--- config.mk ---
export PLATFORM = sky130hd
export DESIGN_NAME = cmd_exec_front
export DESIGN_NICKNAME = d
export VERILOG_FILES = /design/src/rtl/cmd_exec_pkg.sv /design/src/rtl/cef_tables.sv /design/src/rtl/cef_halver.sv /design/src/rtl/cef_collector.sv /design/src/rtl/cef_timer.sv /design/src/rtl/cmd_exec_front.sv
export SDC_FILE = /design/constraint.sdc
export NUM_CORES = 1
export LEC_CHECK = 0
export BUFFER_PORTS_ARGS = -buffer_cell sky130_fd_sc_hd__buf_2
export CORE_MARGIN = 3
export CORE_UTILIZATION = 40
export DETAILED_ROUTE_END_ITERATION = 7
export PLACE_DENSITY_LB_ADDON = 0.05
export SYNTH_ARGS = -nofsm -noshare
export SYNTH_HDL_FRONTEND = slang
export SYNTH_SLANG_ARGS = --single-unit
--- constraint.sdc ---
create_clock -name clk -period 2.9 [get_ports clk]
set_input_delay 0.29 -clock clk [delete_from_list [all_inputs] [get_ports clk]]
set_output_delay 0.29 -clock clk [all_outputs]
set_load 0.01 [all_outputs]
--- src/rtl/cmd_exec_pkg.sv ---
package cmd_exec_pkg;
  localparam int OP_W      = 8;
  localparam int PRM_W     = 32;
  localparam int BUF_DEPTH = 32;
  localparam int NPRM_W    = $clog2(BUF_DEPTH) + 1;
  localparam int COST_W    = 9;
  localparam int CNT_W     = 16;
  localparam int ADV_W     = 8;
  localparam int COST_MAX  = 392;

  function automatic logic [COST_W-1:0] op_cost(input logic [OP_W-1:0] op);
    logic [COST_W-1:0] c;
    case (op)
      8'h50:                                     c = COST_W'(392);
      8'h70:                                     c = COST_W'(103);
      8'h12, 8'h14:                              c = COST_W'(36);
      8'h18:                                     c = COST_W'(35);
      8'h16:                                     c = COST_W'(34);
      8'h34:                                     c = COST_W'(32);
      8'h19:                                     c = COST_W'(31);
      8'h17:                                     c = COST_W'(30);
      8'h1A:                                     c = COST_W'(28);
      8'h1B, 8'h1C:                              c = COST_W'(22);
      8'h15:                                     c = COST_W'(19);
      8'h11, 8'h13:                              c = COST_W'(17);
      8'h21, 8'h23, 8'h71:                       c = COST_W'(9);
      8'h24, 8'h25, 8'h26, 8'h27, 8'h28:         c = COST_W'(8);
      8'h32:                                     c = COST_W'(6);
      8'h72:                                     c = COST_W'(5);
      8'h30, 8'h31:                              c = COST_W'(4);
      8'h10, 8'h20, 8'h22, 8'h29, 8'h2A, 8'h2B,
      8'h33, 8'h40, 8'h41, 8'h60:                c = COST_W'(1);
      default:                                   c = '0;
    endcase
    return c;
  endfunction

  function automatic logic [NPRM_W-1:0] op_nprm(input logic [OP_W-1:0] op);
    logic [NPRM_W-1:0] n;
    case (op)
      8'h34:                                     n = NPRM_W'(32);
      8'h16, 8'h18:                              n = NPRM_W'(16);
      8'h17, 8'h19:                              n = NPRM_W'(12);
      8'h1A:                                     n = NPRM_W'(9);
      8'h1B, 8'h1C, 8'h70:                       n = NPRM_W'(3);
      8'h23, 8'h71:                              n = NPRM_W'(2);
      8'h10, 8'h12, 8'h13, 8'h14, 8'h20, 8'h21,
      8'h22, 8'h24, 8'h25, 8'h26, 8'h27, 8'h28,
      8'h29, 8'h2A, 8'h2B, 8'h30, 8'h31, 8'h32,
      8'h33, 8'h40, 8'h50, 8'h60, 8'h72:         n = NPRM_W'(1);
      default:                                   n = '0;
    endcase
    return n;
  endfunction
endpackage

--- src/rtl/cef_tables.sv ---
module cef_tables
  import cmd_exec_pkg::*;
#(
  parameter int OPW = OP_W,
  parameter int CW  = COST_W,
  parameter int NW  = NPRM_W
) (
  input  logic [OPW-1:0] op,
  output logic [CW-1:0]  cost,
  output logic [NW-1:0]  nprm
);
  always_comb begin
    cost = CW'(op_cost(OP_W'(op)));
    nprm = NW'(op_nprm(OP_W'(op)));
  end
endmodule

--- src/rtl/cef_halver.sv ---
module cef_halver #(
  parameter int AW = 8
) (
  input  logic          clk,
  input  logic          rst_n,
  input  logic          adv_valid,
  input  logic [AW-1:0] adv_cycles,
  output logic [AW-1:0] half
);
  logic          carry_q, carry_d;
  logic [AW:0]   total;

  always_comb begin
    total   = {1'b0, adv_cycles} + {{AW{1'b0}}, carry_q};
    half    = total[AW:1];
    carry_d = adv_valid ? total[0] : carry_q;
  end

  always_ff @(posedge clk or negedge rst_n) begin
    if (!rst_n) carry_q <= 1'b0;
    else        carry_q <= carry_d;
  end

  // the carry bit only moves on an advance step
  a_r6_carry_hold: assert property (@(posedge clk) disable iff (!rst_n)
    !adv_valid |=> $stable(carry_q));
endmodule

--- src/rtl/cef_collector.sv ---
module cef_collector #(
  parameter int OPW   = 8,
  parameter int PW    = 32,
  parameter int DEPTH = 32,
  parameter int NW    = 6,
  localparam int IW   = $clog2(DEPTH)
) (
  input  logic           clk,
  input  logic           rst_n,
  input  logic           pop,
  input  logic [OPW-1:0] op,
  input  logic [PW-1:0]  prm,
  input  logic [NW-1:0]  nprm,
  input  logic [IW-1:0]  rd_idx,
  output logic [PW-1:0]  rd_data,
  output logic           complete,
  output logic           done_q,
  output logic [OPW-1:0] done_op_q
);
  logic [IW-1:0]  idx_q, idx_d;
  logic [NW-1:0]  gathered;
  logic [PW-1:0]  buf_q [DEPTH];
  logic           done_d;
  logic [OPW-1:0] done_op_d;

  always_comb begin
    gathered  = NW'(idx_q) + NW'(1);
    complete  = pop && (gathered >= nprm);
    idx_d     = idx_q;
    if (pop) idx_d = complete ? '0 : idx_q + IW'(1);
    done_d    = complete;
    done_op_d = complete ? op : done_op_q;
    rd_data   = buf_q[rd_idx];
  end

  always_ff @(posedge clk or negedge rst_n) begin
    if (!rst_n) begin
      idx_q     <= '0;
      done_q    <= 1'b0;
      done_op_q <= '0;
    end else begin
      idx_q     <= idx_d;
      done_q    <= done_d;
      done_op_q <= done_op_d;
    end
  end

  for (genvar g = 0; g < DEPTH; g++) begin : g_word
    always_ff @(posedge clk or negedge rst_n) begin
      if (!rst_n)                           buf_q[g] <= '0;
      else if (pop && idx_q == IW'(g))      buf_q[g] <= prm;
    end
  end

  // after a completion the collection index has returned to zero
  a_r4_idx_clear: assert property (@(posedge clk) disable iff (!rst_n)
    done_q |-> idx_q == '0);
  // a non-completing pop advances the index by one
  a_r3_idx_step: assert property (@(posedge clk) disable iff (!rst_n)
    (pop && !complete) |=> idx_q == $past(idx_q) + IW'(1));
endmodule

--- src/rtl/cef_timer.sv ---
module cef_timer #(
  parameter int CW   = 9,
  parameter int AW   = 8,
  parameter int NB   = 16,
  parameter int CMAX = 392
) (
  input  logic          clk,
  input  logic          rst_n,
  input  logic          pipe_valid,
  input  logic          complete,
  input  logic [CW-1:0] cost,
  input  logic          adv_valid,
  input  logic [AW-1:0] half,
  output logic          busy,
  output logic          idle
);
  logic signed [NB-1:0] cnt_q, cnt_d;
  logic signed [NB-1:0] cost_s, half_s;

  always_comb begin
    cost_s = $signed(NB'(cost));
    half_s = $signed(NB'(half));
    busy   = cnt_q > 0;
    idle   = !busy;
    cnt_d  = cnt_q;
    if (busy) begin
      if (adv_valid) cnt_d = cnt_q - half_s;
    end else if (pipe_valid) begin
      if (complete) cnt_d = cnt_q + cost_s;
    end else begin
      cnt_d = '0;
    end
  end

  always_ff @(posedge clk or negedge rst_n) begin
    if (!rst_n) cnt_q <= '0;
    else        cnt_q <= cnt_d;
  end

  // an idle counter with nothing to fetch is cleared
  a_r7_force_zero: assert property (@(posedge clk) disable iff (!rst_n)
    (cnt_q <= 0 && !pipe_valid) |=> cnt_q == 0);
  // the balance never exceeds the largest single cost
  a_r5_bounded: assert property (@(posedge clk) disable iff (!rst_n)
    cnt_q <= $signed(NB'(CMAX)));
  // a busy advance lowers the counter by the halved amount
  a_r6_decrement: assert property (@(posedge clk) disable iff (!rst_n)
    (busy && adv_valid) |=> cnt_q == $past(cnt_q) - $past(half_s));
endmodule

--- src/rtl/cmd_exec_front.sv ---
module cmd_exec_front
  import cmd_exec_pkg::*;
#(
  parameter int OPW   = OP_W,
  parameter int PW    = PRM_W,
  parameter int DEPTH = BUF_DEPTH,
  parameter int AW    = ADV_W,
  parameter int NB    = CNT_W,
  localparam int IW   = $clog2(DEPTH),
  localparam int NW   = IW + 1
) (
  input  logic           clk,
  input  logic           rst_n,
  input  logic           pipe_valid,
  input  logic [OPW-1:0] pipe_op,
  input  logic [PW-1:0]  pipe_prm,
  output logic           pipe_pop,
  input  logic           adv_valid,
  input  logic [AW-1:0]  adv_cycles,
  output logic           busy,
  output logic           cmd_done,
  output logic [OPW-1:0] done_op,
  input  logic [IW-1:0]  prm_rd_idx,
  output logic [PW-1:0]  prm_rd_data
);
  logic [COST_W-1:0] cost;
  logic [NW-1:0]     nprm;
  logic [AW-1:0]     half;
  logic              idle, complete;

  assign pipe_pop = idle && pipe_valid;

  cef_tables #(.OPW(OPW), .CW(COST_W), .NW(NW)) u_tables (
    .op(pipe_op), .cost(cost), .nprm(nprm));

  cef_halver #(.AW(AW)) u_halver (
    .clk(clk), .rst_n(rst_n), .adv_valid(adv_valid),
    .adv_cycles(adv_cycles), .half(half));

  cef_collector #(.OPW(OPW), .PW(PW), .DEPTH(DEPTH), .NW(NW)) u_collect (
    .clk(clk), .rst_n(rst_n), .pop(pipe_pop), .op(pipe_op), .prm(pipe_prm),
    .nprm(nprm), .rd_idx(prm_rd_idx), .rd_data(prm_rd_data),
    .complete(complete), .done_q(cmd_done), .done_op_q(done_op));

  cef_timer #(.CW(COST_W), .AW(AW), .NB(NB), .CMAX(COST_MAX)) u_timer (
    .clk(clk), .rst_n(rst_n), .pipe_valid(pipe_valid), .complete(complete),
    .cost(cost), .adv_valid(adv_valid), .half(half), .busy(busy), .idle(idle));

  // nothing leaves the pipe while the engine is busy
  a_r2_no_pop_busy: assert property (@(posedge clk) disable iff (!rst_n)
    busy |-> !pipe_pop);
endmodule

* Word-level counts from Yosys, hierarchy flattened
Memory sizes are Yosys's and may differ from the RTL's.
Cells that the tools add are included.
** Storage, ports and cells
- Flip-flop bits (word level) :: 1055
- Output and inout bits :: 43
- Memory bits (read-only) :: 1920
- Memories kept :: 2
** Memory list
- (no name shown) :: words 128, width 9, read ports 1, clocked after memory_dff 0, wr ports 0, RTL line cmd_exec_pkg.sv:13 : case (op)
- (no name shown) :: words 128, width 6, read ports 1, clocked after memory_dff 0, wr ports 0, RTL line cmd_exec_pkg.sv:40 : case (op)
** Operators by class
- Reduce and logical (&&, ||, !) cells :: 37
- Bitwise operators :: 1
- Add/sub/neg operators :: 5
- Mux-type cells :: 10
- Eq/ne operators :: 33
- Order comparisons :: 3
** Operators by type and width (number)
- binary-select mux 32 bit (select 5 bit) :: 1
- equality test 5 bit, second input constant :: 16
- two-way mux 16 bit :: 4
- two-way mux 32 bit :: 2
- equality test 5 x 4 -> 1 bit, second input constant :: 8
- logical AND 1 bit :: 34
- equality test 5 x 3 -> 1 bit, second input constant :: 4
- adder 16 x 10 -> 16 bit :: 1
- > comparator 16 x 1 -> 1 bit, second input constant :: 1
- subtractor 16 x 9 -> 16 bit :: 1
- equality test 5 x 2 -> 1 bit, second input constant :: 2
- adder 8 x 1 -> 9 bit :: 1
- two-way mux 9 bit :: 1
- adder 5 x 1 -> 6 bit, second input constant :: 1
- greater-or-equal comparator 6 bit :: 1
- greater-or-equal comparator 6 bit, second input constant :: 1
- two-way mux 6 bit :: 1
- inverter 5 -> 6 bit :: 1
- adder 5 x 1 -> 5 bit, second input constant :: 1
- equality test 5 x 1 -> 1 bit, second input constant :: 1
- zero test 5 bit :: 1
- two-way mux 5 bit :: 1
- != test 3 x 1 -> 1 bit, second input constant :: 1
- != test 2 bit, second input constant :: 1
- 2 further kinds :: 2

* Depth between registers and ports, before layout
- Depth in word-level cells :: 7
- Mapped depth :: 16

* Hierarchy
Synthesis repeated with hierarchy kept, for this count alone.
** Second synthesis, totals
- Cells, all modules :: 3891
- Area total of the unflattened synthesis :: 50800.0 um2
** By module, submodules not included
- cef_collector :: instances 1, cells an instance 3527, seq. area each 25974.9 um2, area each 48046.1 um2
- cef_timer :: instances 1, cells an instance 226, seq. area each 400.4 um2, area each 1814.2 um2
- cef_tables :: instances 1, cells an instance 110, seq. area each 0.0 um2, area each 710.7 um2
- cef_halver :: instances 1, cells an instance 27, seq. area each 25.0 um2, area each 222.7 um2
- cmd_exec_front :: instances 1, cells an instance 1, seq. area each 0.0 um2, area each 6.3 um2

* Worst setup path after synthesis
OpenSTA, ideal clock, no wires.
- Kind :: input-to-reg
- Start point :: input pipe_op[1]
- End point :: register u_timer.cnt_q[12]
- Setup slack :: -349 ps
- Stages :: 15
- Data arrival time :: 3122 ps
- Cell sequence :: inv_1 ha_1 clkbuf_1 mux2_2 nand3_1 a21oi_1 a31oi_1 or2_2 ha_1 a2111oi_0 o31ai_1 o22ai_1 buf_2 o31ai_1 nand2_1
** On the way
- Cells in the longest elaborated chain, start to end :: 6
** RTL lines
- start: declaration :: RTL line cmd_exec_front.sv:15 : input logic [OPW-1:0] pipe_op,
- memory read (128 x 9 bit) / memory read (128 x 6 bit) (equally long branches)
- two-way mux 9 bit / two-way mux 6 bit (equally long branches) :: RTL line cmd_exec_pkg.sv:13, cmd_exec_pkg.sv:40
- adder 16 x 10 -> 16 bit / greater-or-equal comparator 6 bit (equally long branches) :: RTL line cef_timer.sv:29, cef_collector.sv:28
- two-way mux 16 bit / logical AND 1 bit (equally long branches) :: RTL line cef_timer.sv:29, cef_collector.sv:28
- two-way mux 16 bit / != test 3 x 1 -> 1 bit (equally long branches)
- two-way mux 16 bit / AND reduction 2 bit (equally long branches)
- end signal: assignment :: RTL line cef_timer.sv:37 : else cnt_q <= cnt_d;
- end: declaration :: RTL line cef_timer.sv:17 : logic signed [NB-1:0] cnt_q, cnt_d;
Several ways; a longest one is shown, not always the timed one. The select of a mux whose other input is x is not followed.
A chain may end at the register's enable or synchronous reset.

* Worst setup path after layout
- Start point :: register u_halver.carry_q
- End point :: register u_timer.cnt_q[9]
** On the way
- Cells in the longest elaborated chain, start to end :: 4
** RTL lines
- start: declaration :: RTL line cef_halver.sv:10 : logic carry_q, carry_d;
- start signal: assignment :: RTL line cef_halver.sv:21 : else carry_q <= carry_d;
- adder 8 x 1 -> 9 bit :: RTL line cef_halver.sv:14 : total = {1'b0, adv_cycles} + {{AW{1'b0}}, carry_q};
- subtractor 16 x 9 -> 16 bit :: RTL line cef_timer.sv:27 : if (adv_valid) cnt_d = cnt_q - half_s;
- two-way mux 16 bit :: RTL line cef_timer.sv:27
- two-way mux 16 bit :: RTL line cef_timer.sv:26 : if (busy) begin
Every way passes these cells. The select of a mux whose other input is x is not followed.

==> reports/results.ini <==
[setup_path]
cp.depth=11
crit_fanout=3
cp.required_ns=3.48
path_buf_inv=0
critical_path_class=register to register
rrSetupSlack_ns=0.06
r2r-end=u_timer.cnt_q[9]$_DFFE_PN0P_
crit_family=compound AO/OA/AOI/OAI gates
slowest_stage=dfrtp_1
rr_startpoint=u_halver.carry_q$_DFFE_PN0P_
crit_start=u_halver.carry_q$_DFFE_PN0P_
crit_chain=ha_4, and4_1, nand4_1, xor2_1, ha_1, a21o_1, or3_4, o21ai_4, nand2_2, mux2_2, a221o_1
worstPathArrival_ns=3.42
cpPeakStageDelay_ns=0.38
crit_path_start_kind=register
ff2ff_path_depth=11
endpoint_kind=register

[place]
port_buffers=99
place.gp.congestion=0.838
dpl_cell_area_um2=53900
dpl.hpwl_mm=84.0

[yosys]
synth_top_family_by_area=multiplexers
async_reset_ff_share_pct=100
synth_compound_area_share_pct=1.77
synthesis.area_per_instance_um2=15.8
synth_xor_area_share_pct=0.337
synth.most_common_cell=dfrtp_1
synth_cells=3116
yosys_warnings=0
synth_area_leader_cell=dfrtp_1
synthFlopType=dfrtp_1
yosys-top-cells-area=dfrtp_1, mux2_2, mux4_2
synth_top_area_share_pct=53.5
synthAdderAreaFrac_pct=1.02
synthesis.nets=3212
synth.mux.area_fraction_pct=39.0
synthDistinctLibCells=63
seq_area_frac_synth_pct=53.5
ys_ff_latch=1055
yosys.area_share.simple_pct=1.73
syn_area_um2=49300
synth_common_cells=dfrtp_1, mux2_2, mux4_2
synth_edf_count=0

[timing]
hold_violations=0
slew_headroom_pct=57.9
drv_slew=0
fin_skew_ns=0.0402
whs_ns=0.0821
finalCritPeriodShare_pct=98.0
worst_pin_slew_ns=0.632
max_freq_ghz=0.352
rsz0062_at_grt=true
setup_violations=0
finalCriticalPeriod_ns=2.84

[floorplan]
io_pins=100
rows=128
start_util_pct=40.4
die_area_um2=128000
die_h_um=357
core-area_um2=122000
fp.dieW_um=357

[final_layout]
final_area_um2=58000
fin_nets=3397
drive_above_1_share_pct=57.8
fillers=10600
syn_to_final_growth_pct=17.6

[cts]
clkLatencyLatePin_ns=0.71
cts_tree=done
cts_inserted_buffers=118
cts.clk_slew.worst_paths_ns=0.06
htreeDepth=3
clockBufferDepth=3
clock_sinks=1055
cts-root-buf=clkbuf_16

[global_routing]
use_met1_pct=31.5
grt_use_met2_pct=37.2
antenna_found_initial=8
grt_pass1_vias=31500
grt_usage_pct=22.5
grt_pass1_wl_mm=213
grt_util_met3_pct=3.18
gr-total-overflow=0
grt_max_degree=117
busiest_layer=met2

[route]
drt_iter0_drc=1618
vias=28700
drc_errors=0
wirelength_mm=141
drtPass1Iterations=6
vias_per_cell=5.72
ant_nets=0
routedWlPerCell_um=28.2

[status]
status=finished clean

[pwr]
p_leak_uw=0.0283
power.density_nw_per_um2=568
vdd_drop_max_mv=0.504
p_total_uw=32900

[worst_hold_path]
holdPathEnd=u_collect.done_op_q[1]$_DFFE_PN0P_
min_from=pipe_op[1]
hold_depth=4
hp-class=primary input to register

[flow_run]
maxCapViolations=0

==> sequential cells by signal, summed over array words and instances (netlist names) <==
register             cells
u_collect.buf_q       1024
u_collect.done_op_q      8
u_halver.carry_q         1
u_timer.cnt_q           16
u_collect.done_q         1
u_collect.idx_q          5
==> timing repair <==
| item | CTS | global route |
|---|---|---|
| hold buffers | 5 | 0 |
| gates resized for setup | 23 | 37 |
| setup buffers | 0 | 5 |
| setup endpoints to repair | 16 | 32 |
| pin swaps | 0 | 11 |
| cloned | 0 | 0 |
| hold endpoints to repair | 156 | 0 |
==> final cells by class <==
type | instances | area, um2 | area share, %
antenna | 1 | 2.50 | 0.00431
clock buffer | 186 | 3580 | 6.17
clock inverter | 18 | 228 | 0.393
inverter | 20 | 78.8 | 0.136
multi-input combinational | 1748 | 22100 | 38.0
sequential | 1055 | 26400 | 45.5
tap | 1625 | 2030 | 3.51
timing repair buffer | 358 | 3620 | 6.24
==> cells by family (layout without fill, tap and decap cells) <==
family                     after synthesis  in the layout
other                                    0              1
adders and majority gates               39             39
DFF                                   1055           1055
and+or+nand+nor                        167            167
muxes                                 1389           1389
xor gates and xnor gates                19             19
buffers and inverters                  313            582
AOI/OAI and AO/OA                      134            134
==> tightest hold or removal path, stage by stage <==
cell and delay [ns]:
buf_2 0.12, inv_1 0.12, buf_4 0.13, o21ai_0 0.07
==> stage by stage <==
step	setup TNS [ns]	cells	util, %	worst slack (ns)
after floorplan	-0.00581	3116	-	-0.00581
after global placement	-7.25	4797	44.1	-0.432
after detailed placement	-10.63	4797	44.1	-0.510
after CTS	-0.0385	5006	47.4	-0.0272
after global routing	-0.187	5011	47.5	-0.0623
final	0	5011	47.5	0.0566
==> report_power, final <==
group	total, uW	internal (uW)	switching (uW)
Combinational	3160	1350	1810
Clock	14700	8660	6050
Sequential	15100	14900	182
==> placed cells by master, fill, tap and decap left out, types with 18 or more instances in the layout <==
| master | count |
|---|---|
| buf_2 | 84 |
| mux2_2 | 1038 |
| clkbuf_16 | 120 |
| inv_1 | 18 |
| buf_4 | 170 |
| a21oi_1 | 26 |
| o21ai_0 | 30 |
| nor2_1 | 30 |
| clkbuf_8 | 33 |
| ha_1 | 35 |
| mux4_2 | 320 |
| dfrtp_1 | 1055 |
| clkbuf_1 | 33 |
| nand2_1 | 32 |
| buf_12 | 85 |
==> how the worst max path moves through the flow <==
stage	slack, ns	endpoint
6_report	0.06	u_timer.cnt_q[9]$_DFFE_PN0P_
3_5_place_dp	-0.51	u_timer.cnt_q[8]$_DFFE_PN0P_
2_1_floorplan	-0.006	u_timer.cnt_q[12]$_DFFE_PN0P_
3_3_place_gp	-0.43	u_timer.cnt_q[14]$_DFFE_PN0P_
5_1_grt	-0.06	u_timer.cnt_q[9]$_DFFE_PN0P_
4_1_cts	-0.03	prm_rd_data[23]
==> routing by layer <==
metal / wire length, um / vias up
met5: 13 / -
met4: 2970 / 2
met1: 64400 / 15800
li1: - / 12100
met2: 69000 / 535
met3: 4910 / 204
(Power assumes the default switching activity.)
